==> config.mk <==
export PLATFORM = sky130hd
export DESIGN_NAME = idxport_regbank
export DESIGN_NICKNAME = d
export VERILOG_FILES = /design/src/rtl/idxport_regbank.sv
export SDC_FILE = /design/constraint.sdc
export NUM_CORES = 1
export LEC_CHECK = 0
export BUFFER_PORTS_ARGS = -buffer_cell sky130_fd_sc_hd__buf_2
export CAP_MARGIN = 30
export CORE_MARGIN = 1.5
export CORE_UTILIZATION = 54
export CTS_CLUSTER_DIAMETER = 30
export DETAILED_ROUTE_END_ITERATION = 16
export GPL_TIMING_DRIVEN = 1
export PLACE_DENSITY_LB_ADDON = 0.3
export SETUP_SLACK_MARGIN = 0.5
export SLEW_MARGIN = 20
export SYNTH_ARGS = -nofsm -noshare
export SYNTH_HDL_FRONTEND = slang
export SYNTH_SLANG_ARGS = --single-unit
==> constraint.sdc <==
create_clock -name clk -period 3.7 [get_ports clk]
set_clock_uncertainty 0.1 [all_clocks]
set_input_delay 0.925 -clock clk [delete_from_list [all_inputs] [get_ports clk]]
set_output_delay 0.925 -clock clk [all_outputs]
set_load 0.02 [all_outputs]
==> src/rtl/idxport_regbank.sv <==
module idxport_regbank #(
  parameter int DW = 8,
  parameter int AW = 8,
  parameter logic [1:0] RST_SEL = 2'd3
) (
  input  logic          clk,
  input  logic          rst,
  input  logic          cfg_mode,
  input  logic [AW-1:0] io_addr,
  input  logic          io_rd,
  input  logic          io_wr,
  input  logic [DW-1:0] io_wdata,
  output logic [DW-1:0] io_rdata,
  output logic          io_claim,
  input  logic [7:0]    cfg_addr,
  input  logic          cfg_wr,
  input  logic [DW-1:0] cfg_wdata,
  output logic [DW-1:0] cfg_rdata
);
  localparam int NREG = 8;
  localparam int SW = $clog2(NREG);
  localparam int EN_BIT = 7;
  localparam logic [7:0] CTRL_CA = 8'h03;
  localparam logic [7:0] BASE_CA = 8'h30;
  localparam logic [3:0] BANK_PAGE = 4'h4;

  function automatic logic [AW-1:0] base_of(input logic [1:0] sel);
    case (sel)
      2'd0:    base_of = AW'(8'hE0);
      2'd1:    base_of = AW'(8'hE2);
      2'd2:    base_of = AW'(8'hE4);
      default: base_of = AW'(8'hEA);
    endcase
  endfunction

  function automatic logic [SW:0] slot_of(input logic [DW-1:0] idx);
    case (idx)
      DW'(8'h01): slot_of = {1'b1, SW'(0)};
      DW'(8'h03): slot_of = {1'b1, SW'(1)};
      DW'(8'h05): slot_of = {1'b1, SW'(2)};
      DW'(8'h06): slot_of = {1'b1, SW'(3)};
      DW'(8'h08): slot_of = {1'b1, SW'(4)};
      DW'(8'h09): slot_of = {1'b1, SW'(5)};
      DW'(8'h0A): slot_of = {1'b1, SW'(6)};
      DW'(8'h0B): slot_of = {1'b1, SW'(7)};
      default:    slot_of = '0;
    endcase
  endfunction

  logic [DW-1:0] bank [NREG];
  logic [DW-1:0] ctrl_q, index_q;
  logic [1:0]    sel_q, pend_q;
  logic          mode_q;

  logic [AW-1:0] base_addr;
  logic          run_on, hit_idx, hit_dat;
  logic [SW:0]   run_slot, cfg_slot;

  assign base_addr = base_of(sel_q);
  assign run_on    = ctrl_q[EN_BIT] & ~cfg_mode;
  assign hit_idx   = io_addr == base_addr;
  assign hit_dat   = io_addr == base_addr + AW'(1);
  assign io_claim  = run_on & (io_rd | io_wr) & (hit_idx | hit_dat);
  assign run_slot  = slot_of(index_q);
  assign cfg_slot  = (cfg_addr[7:4] == BANK_PAGE) ? slot_of(DW'(cfg_addr[3:0])) : '0;

  always_ff @(posedge clk) begin
    if (rst) begin
      ctrl_q  <= '0;
      index_q <= '0;
      sel_q   <= RST_SEL;
      pend_q  <= RST_SEL;
      mode_q  <= 1'b0;
    end else begin
      mode_q <= cfg_mode;
      if (mode_q && !cfg_mode) sel_q <= pend_q;
      if (cfg_wr && cfg_addr == CTRL_CA) ctrl_q <= cfg_wdata;
      if (cfg_wr && cfg_addr == BASE_CA) pend_q <= cfg_wdata[1:0];
      if (io_claim && io_wr && hit_idx) index_q <= io_wdata;
    end
  end

  for (genvar g = 0; g < NREG; g++) begin : g_bank
    always_ff @(posedge clk) begin
      if (rst)
        bank[g] <= '0;
      else if (cfg_wr && cfg_slot == {1'b1, SW'(g)})
        bank[g] <= cfg_wdata;
      else if (io_claim && io_wr && hit_dat && run_slot == {1'b1, SW'(g)})
        bank[g] <= io_wdata;
    end
  end

  always_comb begin
    io_rdata = '0;
    if (io_claim && io_rd) begin
      if (hit_idx)          io_rdata = index_q;
      else if (run_slot[SW]) io_rdata = bank[run_slot[SW-1:0]];
    end
  end

  always_comb begin
    cfg_rdata = '0;
    if (cfg_addr == CTRL_CA)      cfg_rdata = ctrl_q;
    else if (cfg_addr == BASE_CA) cfg_rdata = DW'(pend_q);
    else if (cfg_slot[SW])        cfg_rdata = bank[cfg_slot[SW-1:0]];
  end
endmodule

==> results of run 1 <==
==> layout make-up <==
cell class | count | area, um^2 | area share
repair buffers | 138 | 1210 | 0.155
flip-flops and latches | 89 | 2430 | 0.310
well taps | 136 | 170 | 0.0217
multi-input cells | 399 | 3800 | 0.484
inverters | 7 | 26.3 | 0.00335
clock inverters | 5 | 43.8 | 0.00558
clock buffers | 11 | 163 | 0.0207
==> critical path, stage by stage <==
cell	delay, ns
buf_6	0.09
or4b_4	0.56
buf_6	0.15
buf_12	0.12
nor3_4	0.21
buf_12	0.15
buf_6	0.11
nand2_4	0.06
o22a_4	0.27
a31oi_4	0.16
buf_6	0.13
==> path summary, 6_finish.rpt <==
| path | startpoint | to | cells past startpoint |
|---|---|---|---|
| max | cfg_addr[7] | cfg_rdata[1] | 11 |
| min | ctrl_q[2] | ctrl_q[2] | 2 |
| max reg2reg | index_q[6] | bank[7][1] | 9 |
| min reg2reg | ctrl_q[2] | ctrl_q[2] | 2 |
==> layer usage <==
layer,part of all wire,track usage,wire length (um),vias up
met2,0.47,0.617,10300,422
met4,0.060,0.167,1330,0
li1,-,-,-,2399
met5,0,0,0,-
met3,0.11,0.0907,2480,110
met1,0.36,0.479,7950,2776
==> where the power goes <==
part	switching (mW)	internal, mW	total [mW]
clock	0.400	0.313	0.713
combinational	0.158	0.0909	0.249
sequential	0.0387	1.10	1.14
total	0.597	1.51	2.10
==> cells by family (layout without fill, tap and decap cells) <==
kind of cell	Yosys count	after routing	share of synthesized area
buf+inv	60	161	0.0459
simple gates	199	199	0.217
flops	89	89	0.420
fa+ha+maj	4	4	0.00867
compound gates	168	168	0.244
mux	27	27	0.0624
xor+xnor	1	1	0.00152
==> synth_stat cells, types with 5 or more instances <==
| cell type | count | share of area |
|---|---|---|
| mux2i_1 | 18 | 0.031 |
| inv_1 | 7 | 0.0046 |
| o2111ai_1 | 7 | 0.011 |
| o311a_1 | 6 | 0.010 |
| buf_2 | 14 | 0.012 |
| a21oi_1 | 22 | 0.019 |
| nor3_1 | 33 | 0.029 |
| and3_1 | 5 | 0.0054 |
| nor4_1 | 6 | 0.0065 |
| o21ai_0 | 9 | 0.0078 |
| nand3_1 | 21 | 0.018 |
| dfxtp_1 | 25 | 0.087 |
| nor4_4 | 6 | 0.022 |
| o22ai_1 | 14 | 0.015 |
| edfxtp_1 | 64 | 0.33 |
| nand2_1 | 31 | 0.020 |
| a22o_1 | 64 | 0.097 |
| nor2_1 | 36 | 0.023 |
| a211o_1 | 8 | 0.012 |
| mux4_2 | 7 | 0.027 |
| or4_1 | 7 | 0.0091 |
| a311oi_1 | 5 | 0.0076 |
| clkbuf_1 | 32 | 0.021 |
| nor2b_1 | 8 | 0.0087 |
==> metrics by stage <==
stage                     hold slack (ns)  total power, mW  setup slack, ns
after floorplan                     0.332             1.26          -0.0584
after global placement              0.342             1.36           -0.209
after detailed placement            0.353             1.37           -0.233
after CTS                           0.366             2.06           -0.230
after global routing                0.394             2.15           -0.312
final                               0.363             2.10           -0.273
==> state kept, by name (all words and copies together), names as in the netlist, named ones only <==
name and flops:
ctrl_q 8, mode_q 1, index_q 8, pend_q 2
sel_q 2, bank 64
==> what timing repair did <==
item                                    4_1_cts  5_1_grt
pin swaps                                    21       33
buffers inserted                              8       11
cloned                                        3        2
gates resized for setup                      85       86
endpoints found under the setup margin       16       35
==> reports/qor.txt, run 1 <==
STATUS
------------------------------------------------------------------------------------
Run status                                                              finished with violations
Violated checks                                                         negative setup slack

FLOORPLANNING
------------------------------------------------------------------------------------
Total I/O pin count                                                               55
Die height                                                                    106 um
Horizontal die dimension                                                      106 um
Floorplan die area                                                        11300 um^2
Initial core utilization                                                       0.557
Core area                                                                 10400 um^2
Floorplan row count                                                               37

GLOBAL ROUTE
------------------------------------------------------------------------------------
Initial antenna violation count                                                    0
Global router's overall resource usage                                         0.379
Remaining Overflow, GRT                                                            0
Maximum number of pins on one net before global-route repair                      38
Wire length of the first global-routing pass                                31200 um
Vias in the first global route                                                  5352

PLACED DESIGN
------------------------------------------------------------------------------------
Placement Cell Area                                                        6620 um^2
Total placed cells including tap cells                                           745
Detailed-placement wirelength estimate                                      15300 um
Number of buffers added on ports                                                  54
Weighted congestion at the end of routability-driven global placement           1.03

STA
------------------------------------------------------------------------------------
Pin slew with the least headroom to its limit                               0.761 ns
Final total negative setup slack                                            -1.65 ns
# setup viols final                                                                8
Final hold violation count                                                         0
Worst Setup Slack, final                                                   -0.273 ns
Period utilization                                                              1.07
Post-route minimum period                                                    3.97 ns
Relative max-transition margin                                                 0.492
Final max-slew violation count                                                     0
Achievable Freq                                                              252 MHz
RSZ-0062 raised after global routing                                            true

SYNTH
------------------------------------------------------------------------------------
Prevailing post-synth register cell                                         edfxtp_1
Average cell area after synthesis                                          10.5 um^2
Proportion of synthesized flip-flops having asynchronous set or reset              0
Synthesis warning total                                                            0
Synthesized netlist cell count                                                   548
EDFF count, synth                                                                 64
Post-synthesis cell area                                                   5770 um^2
Post-synth cell types                                                             73
Count of state elements after synthesis                                           89
Syn Nets                                                                         590
Sequential share of the synthesized area                                       0.420

POWER
------------------------------------------------------------------------------------
Leakage Power                                                                2.68 nW
Peak supply drop                                                              332 uV
Cell Pwr Density                                                         268 nW/um^2

FINISH
------------------------------------------------------------------------------------
Post-route cell area                                                       7850 um^2
Utilization of the core after routing                                          0.757
Total Nets Final                                                                 686
Count of filler cells inserted in the layout                                     683
Most frequent cells in the layout                                       64 x a22o_1, 64 x edfxtp_1, 62 x buf_4
Fraction of layout cells with a size suffix above 1                            0.447
Area growth syn-to-layout                                                      35.9%
Post-route non-filler standard cell count                                        785
Antenna Diode Count                                                                0

CLOCKING
------------------------------------------------------------------------------------
Worst-Skew Late Latency                                                      0.38 ns
Master cell of the clock root buffer                                        clkbuf_8
CTS H-tree depth                                                                   3
Number of buffers created by CTS                                                   9
Clock tree from TritonCTS                                                        yes
Clock Sinks                                                                       89
Clock transition at the registers of the reported paths                      0.09 ns
Worst-case clock buffer depth                                                      2
CTS Hold Buffers Added                                                             0

SETUP PATH
------------------------------------------------------------------------------------
Type of destination of the critical path                                  output pin
WP data arrival                                                              2.95 ns
Largest driver fanout on the critical path                                         6
Crit start category                                                     primary input
Setup slack of the most critical reg-to-reg path                             0.58 ns
Classification of the worst setup path                                        in2out
Worst Path Required                                                          2.67 ns

ROUTE
------------------------------------------------------------------------------------
Via count normalized by instance count                                          7.27
DR DRC count                                                                       0
DR iter-0 viols                                                                  863
First-pass iteration count of the detailed router                                  6
Final wirelength                                                            22100 um
Antenna Violating Nets Remaining                                                   0
Detailed-route wire length per cell                                          28.1 um
Via count                                                                       5707

WORST HOLD PATH
------------------------------------------------------------------------------------
Type of the tightest min-delay check                                         reg2reg

JOB
------------------------------------------------------------------------------------
Maximum Capacitance Violations                                                     0

Note: power is estimated with default switching activity, not from simulation.
==> run 2: changes to the inputs <==
--- a/config.mk
+++ b/config.mk
@@ -5,14 +5,16 @@
 export SDC_FILE = /design/constraint.sdc
 export NUM_CORES = 1
 export LEC_CHECK = 0
-export BUFFER_PORTS_ARGS = -buffer_cell sky130_fd_sc_hd__buf_2
+export BUFFER_PORTS_ARGS = -buffer_cell sky130_fd_sc_hd__clkbuf_2
 export CAP_MARGIN = 30
+export CORE_ASPECT_RATIO = 0.7
 export CORE_MARGIN = 1.5
 export CORE_UTILIZATION = 54
 export CTS_CLUSTER_DIAMETER = 30
 export DETAILED_ROUTE_END_ITERATION = 16
 export GPL_TIMING_DRIVEN = 1
 export PLACE_DENSITY_LB_ADDON = 0.3
+export RECOVER_POWER = 100
 export SETUP_SLACK_MARGIN = 0.5
 export SLEW_MARGIN = 20
 export SYNTH_ARGS = -nofsm -noshare
==> run 2 against run 1 <==
The run ends with max-capacitance violations, max-slew violations, negative setup slack left. Via count is 0.93% higher. Count of clock-buffer cells in the layout fell by 1. Maximum frequency fell by 2.3%. Non-clock buffer count increased by 2. Core utilization down 2.9 points. Clock power is 34% higher. Final area shrank 3.9%. Combinational power is essentially flat. Critical path depth fell by 5. Worst hold slack improved by 0.00052 ns. Die area barely moved. Sequential cell count unchanged.
==> reports/qor.txt, run 2 (same netlist as run 1, synthesis figures left out) <==
FINISH
------------------------------------------------------------------------------------
Most frequent cells in the layout                                       64 x a22o_1, 64 x edfxtp_1, 60 x buf_4
Top flop regs                                                           bank (64), ctrl_q (8), index_q (8)
Largest register by flop count                                                  bank
Post-route non-filler standard cell count                                        784
Fraction of layout cells with a size suffix above 1                            0.377
Total Nets Final                                                                 689
Count of filler cells inserted in the layout                                     719
Area growth syn-to-layout                                                      30.6%
Antenna Diode Count                                                                0
Max reg flops                                                                     64

ROUTE
------------------------------------------------------------------------------------
Via count normalized by instance count                                          7.35
Detailed-route wire length per cell                                          28.7 um
DR DRC count                                                                       0
Final wirelength                                                            22500 um
Via count                                                                       5760
Antenna Violating Nets Remaining                                                   0
First-pass iteration count of the detailed router                                  8
DR iter-0 viols                                                                  896

GLOBAL ROUTE
------------------------------------------------------------------------------------
Global router's overall resource usage                                         0.398
Remaining Overflow, GRT                                                            0
Initial antenna violation count                                                    0
Maximum number of pins on one net before global-route repair                      37
Wire length of the first global-routing pass                                32300 um
Vias in the first global route                                                  5256

FLOORPLANNING
------------------------------------------------------------------------------------
Die height                                                                   89.5 um
Core area                                                                 10400 um^2
Horizontal die dimension                                                      127 um
Floorplan die area                                                        11300 um^2
Floorplan row count                                                               31
Total I/O pin count                                                               55
Initial core utilization                                                       0.557

SETUP PATH
------------------------------------------------------------------------------------
Reg2Reg Capture Point                                                     bank[0][1]
Termination of the worst setup path                                     cfg_rdata[7]
Crit start category                                                     primary input
Critical path cell sequence                                             buf_6 > or4b_4 > nor2_4 > mux4_2 > a2111o_1 > buf_2
Setup slack of the most critical reg-to-reg path                             0.60 ns
Type of destination of the critical path                                  output pin
Largest driver fanout on the critical path                                         5
Worst Reg-to-Reg Cells                                                             8
WP data arrival                                                              3.04 ns
Classification of the worst setup path                                        in2out
Largest incremental delay on the critical path                               0.57 ns
Start point of the critical path                                         cfg_addr[7]
Launch point of the worst reg-to-reg path                                 index_q[7]
Worst-path cell with the longest stage delay                                  or4b_4
Worst Path Required                                                          2.67 ns

PLACED DESIGN
------------------------------------------------------------------------------------
Detailed-placement wirelength estimate                                      15800 um
Number of buffers added on ports                                                  54
Worst slack at placement                                                   -0.311 ns
Total placed cells including tap cells                                           749
Weighted congestion at the end of routability-driven global placement           1.11

CLOCKING
------------------------------------------------------------------------------------
Worst-case clock buffer depth                                                      2
CTS Hold Buffers Added                                                             0
Worst-Skew Late Latency                                                      0.35 ns
Clock transition at the registers of the reported paths                      0.06 ns
CTS H-tree depth                                                                   3
Clock tree from TritonCTS                                                        yes
Clock Sinks                                                                       89
Master cell of the clock root buffer                                       clkbuf_16
Number of buffers created by CTS                                                   9

STA
------------------------------------------------------------------------------------
RSZ-0062 raised after global routing                                            true
Post-route minimum period                                                    4.07 ns
Final max-slew violation count                                                    37
Achievable Freq                                                              246 MHz
Final total negative setup slack                                            -2.70 ns
# setup viols final                                                                8
Final hold violation count                                                         0
Period utilization                                                              1.10
Worst Setup Slack, final                                                   -0.366 ns
Final hold slack                                                            0.363 ns
Relative max-transition margin                                                -0.234
Pin slew with the least headroom to its limit                                1.85 ns

STATUS
------------------------------------------------------------------------------------
Violated checks                                                         max-capacitance violations, max-slew violations, negative setup slack
Run status                                                              finished with violations

JOB
------------------------------------------------------------------------------------
Maximum Capacitance Violations                                                     1

POWER
------------------------------------------------------------------------------------
Cell Pwr Density                                                         312 nW/um^2
Leakage Power                                                                2.64 nW
Peak supply drop                                                              287 uV
Power after layout                                                           2.35 mW

WORST HOLD PATH
------------------------------------------------------------------------------------
Type of the tightest min-delay check                                         reg2reg
WHS Path Cells                                                                     2

==> run 2: how the worst min path moves through the flow <==
| stage | start | slack (ns) | endpoint |
|---|---|---|---|
| 2_1_floorplan | ctrl_q[6] | 0.33 | ctrl_q[6] |
| 5_1_grt | ctrl_q[3] | 0.38 | ctrl_q[3] |
| 3_5_place_dp | ctrl_q[6] | 0.35 | ctrl_q[6] |
| 6_report | ctrl_q[3] | 0.36 | ctrl_q[3] |
| 3_3_place_gp | ctrl_q[1] | 0.34 | ctrl_q[1] |
| 4_1_cts | ctrl_q[3] | 0.36 | ctrl_q[3] |
==> run 2: critical path: cells and delay by family <==
family | cells | cell delay, ns
AOI/OAI and AO/OA | 1 | 0.43
buffers and inverters | 2 | 0.27
and+or+nand+nor | 2 | 0.84
muxes | 1 | 0.56
==> run 2: final cells by class <==
cell class                      instances  area, um^2  share of cell area
Multi-Input combinational cell        400        3510               0.466
Sequential cell                        89        2440               0.323
Timing Repair Buffer                  140        1090               0.145
Clock buffer                           10         229              0.0304
Tap cell                              132         165              0.0219
Clock inverter                          6        75.1             0.00996
Inverter                                7        26.3             0.00349
==> run 2: layer usage <==
| metal | up-vias | GRT usage | routed length, um |
|---|---|---|---|
| met4 | 2 | 0.132 | 929 |
| met5 | - | 0 | 21 |
| met1 | 2754 | 0.539 | 8530 |
| met3 | 95 | 0.146 | 3710 |
| met2 | 501 | 0.598 | 9330 |
| li1 | 2408 | - | - |
==> run 2: power by group <==
part           switching [mW]  total, mW  internal, mW
registers              0.0478       1.15          1.10
logic                   0.159      0.249        0.0900
clock network           0.421      0.954         0.534
total                   0.628       2.35          1.73
==> run 2: repair_timing <==
| item | 4_1_cts | 5_1_grt |
|---|---|---|
| resized for setup | 85 | 49 |
| endpoints found under the setup margin | 32 | 58 |
| buffers inserted | 8 | 8 |
| cloned | 2 | 1 |
| pin swaps | 31 | 22 |
==> run 2: per-stage QoR <==
step | utilization | instance area (um^2)
6_report | 0.728 | 7540
5_1_grt | 0.728 | 7540
4_1_cts | 0.722 | 7480
3_5_place_dp | 0.645 | 6680
3_3_place_gp | 0.645 | 6680
2_1_floorplan | - | 5940
==> run 3: changes to the inputs <==
--- a/config.mk
+++ b/config.mk
@@ -10,9 +10,9 @@
 export CORE_ASPECT_RATIO = 0.7
 export CORE_MARGIN = 1.5
 export CORE_UTILIZATION = 54
-export CTS_CLUSTER_DIAMETER = 30
 export DETAILED_ROUTE_END_ITERATION = 16
 export GPL_TIMING_DRIVEN = 1
+export MAX_ROUTING_LAYER = met4
 export PLACE_DENSITY_LB_ADDON = 0.3
 export RECOVER_POWER = 100
 export SETUP_SLACK_MARGIN = 0.5
==> run 3 against run 2 <==
The flow still finishes with violations (max-capacitance violations, max-slew violations, negative setup slack). Cell count rose by 0.26%. Count of clock-buffer cells in the layout unchanged. Critical path depth up 1. Die area stayed put. Routed wire length increased by 4.8%. First-iteration DRC count is 5.0% lower. Final area increased by 0.98%. Largest power group unchanged.
==> reports/qor.txt, run 3 (same netlist as run 1, synthesis figures left out) <==
JOB
------------------------------------------------------------------------------------
Maximum Capacitance Violations                                                     1

ROUTE
------------------------------------------------------------------------------------
Detailed-route wire length per cell                                          30.0 um
Antenna Violating Nets Remaining                                                   0
DR iter-0 viols                                                                  851
DR DRC count                                                                       0
Via count                                                                       5749
Final wirelength                                                            23600 um
Via count normalized by instance count                                          7.31
First-pass iteration count of the detailed router                                  5

CLOCKING
------------------------------------------------------------------------------------
CTS Hold Buffers Added                                                             0
Worst-case clock buffer depth                                                      2
Clock transition at the registers of the reported paths                      0.07 ns
Master cell of the clock root buffer                                       clkbuf_16
CTS H-tree depth                                                                   3
Clock tree from TritonCTS                                                        yes
Clock Sinks                                                                       89
Worst-Skew Late Latency                                                      0.35 ns
Number of buffers created by CTS                                                   9

STATUS
------------------------------------------------------------------------------------
Violated checks                                                         max-capacitance violations, max-slew violations, negative setup slack
Run status                                                              finished with violations

PLACED DESIGN
------------------------------------------------------------------------------------
Detailed-placement wirelength estimate                                      16900 um
Number of buffers added on ports                                                  54
Total placed cells including tap cells                                           753
Weighted congestion at the end of routability-driven global placement           1.05

STA
------------------------------------------------------------------------------------
Post-route minimum period                                                    3.94 ns
Final max-slew violation count                                                    38
Achievable Freq                                                              254 MHz
Relative max-transition margin                                                -0.288
RSZ-0062 raised after global routing                                            true
Worst Setup Slack, final                                                   -0.235 ns
# setup viols final                                                                8
Period utilization                                                              1.06
Final total negative setup slack                                            -1.58 ns
Final hold violation count                                                         0
Pin slew with the least headroom to its limit                                1.93 ns

POWER
------------------------------------------------------------------------------------
Leakage Power                                                                2.66 nW
Cell Pwr Density                                                         309 nW/um^2
Peak supply drop                                                              281 uV

FLOORPLANNING
------------------------------------------------------------------------------------
Horizontal die dimension                                                      127 um
Total I/O pin count                                                               55
Floorplan die area                                                        11300 um^2
Floorplan row count                                                               31
Core area                                                                 10400 um^2
Die height                                                                   89.5 um
Initial core utilization                                                       0.557

SETUP PATH
------------------------------------------------------------------------------------
Largest incremental delay on the critical path                               0.57 ns
Largest driver fanout on the critical path                                         7
Classification of the worst setup path                                        in2out
Crit start category                                                     primary input
Critical Path Most Common Cell                                                 buf_6
Worst Path Required                                                          2.67 ns
WP data arrival                                                              2.91 ns
Worst-path cell with the longest stage delay                                  or4b_4
Type of destination of the critical path                                  output pin
Critical path cell sequence                                             buf_6 > or4b_4 > nor2_4 > buf_12 > mux4_2 > a2111o_1 > buf_6

FINISH
------------------------------------------------------------------------------------
Total Nets Final                                                                 691
Largest register by flop count                                                  bank
Most frequent cells in the layout                                       64 x a22o_1, 64 x edfxtp_1, 55 x buf_4
Top flop regs                                                           bank (64), ctrl_q (8), index_q (8)
Area growth syn-to-layout                                                      31.9%
Max reg flops                                                                     64
Fraction of layout cells with a size suffix above 1                            0.382
Post-route non-filler standard cell count                                        786
Antenna Diode Count                                                                0

GLOBAL ROUTE
------------------------------------------------------------------------------------
Vias in the first global route                                                  5392
Remaining Overflow, GRT                                                            0
Global router's overall resource usage                                         0.442
Maximum number of pins on one net before global-route repair                      38
Initial antenna violation count                                                    0
Wire length of the first global-routing pass                                34200 um

WORST HOLD PATH
------------------------------------------------------------------------------------
Type of the tightest min-delay check                                         reg2reg

[run 3: changes by cell type in the layout (fill, tap and decap cells not counted), moves of 3 or more]
cell,before,now
o22ai_1,2,6
nor3_1,17,21
buf_12,5,8
ha_4,0,3
nor4_1,10,5
nor4_2,1,4
nor3_4,13,10
buf_4,60,55
buf_6,11,16
dfxtp_4,3,0
[run 3: worst max-delay path: cells and delay by family]
family | cells | cell delay, ns
AO/OA/AOI/OAI | 1 | 0.39
multiplexers | 1 | 0.51
AND/OR/NAND/NOR | 2 | 0.70
buffers and inverters | 3 | 0.38
[run 3: path summary, 6_finish.rpt]
path,startpoint,endpoint,slack [ns],cells after the start
worst max-delay path,cfg_addr[4],cfg_rdata[0],-0.24,7
worst min-delay path,ctrl_q[0],ctrl_q[0],0.36,2
worst max register to register,index_q[4],bank[7][4],0.39,9
worst min register to register,ctrl_q[0],ctrl_q[0],0.36,2
[run 3: per-stage QoR]
step | utilization | setup WS, ns | hold WS (ns) | area [um^2] | total power, mW
3_3_place_gp | 0.649 | -0.285 | 0.342 | 6720 | 1.39
4_1_cts | 0.731 | -0.251 | 0.361 | 7570 | 2.33
6_report | 0.735 | -0.235 | 0.358 | 7610 | 2.35
3_5_place_dp | 0.649 | -0.296 | 0.352 | 6720 | 1.40
2_1_floorplan | - | -0.0584 | 0.332 | 5940 | 1.26
5_1_grt | 0.735 | -0.284 | 0.382 | 7610 | 2.39
[run 3: power breakdown]
| group | switching, mW | internal, mW |
|---|---|---|
| clock network | 0.449 | 0.498 |
| logic | 0.162 | 0.0907 |
| registers | 0.0474 | 1.10 |
| total | 0.658 | 1.69 |
[run 3: metal layers]
metal  GRT usage  vias to the layer above  part of all wire  wire length (um)
li1            -                     2403                 -                 -
met1       0.559                     2720              0.39              9120
met2       0.633                      529              0.41              9660
met3       0.190                       97              0.16              3800
met4       0.161                        0             0.044              1040
met5           -                        -                 0                 0
[run 3: repair_timing]
action,CTS,global route
gates resized for setup,91,57
cloned,2,0
setup endpoints to repair,47,58
setup buffers,10,5
pin swaps,33,13
[run 3: layout make-up]
class / instances / area (um^2)
timing repair buffer: 143 / 1190
clock inverter: 6 / 67.6
inverter: 7 / 28.8
tap: 132 / 165
sequential: 89 / 2430
clock buffer: 10 / 239
fill: 715 / 2740
multi-input combinational: 399 / 3500
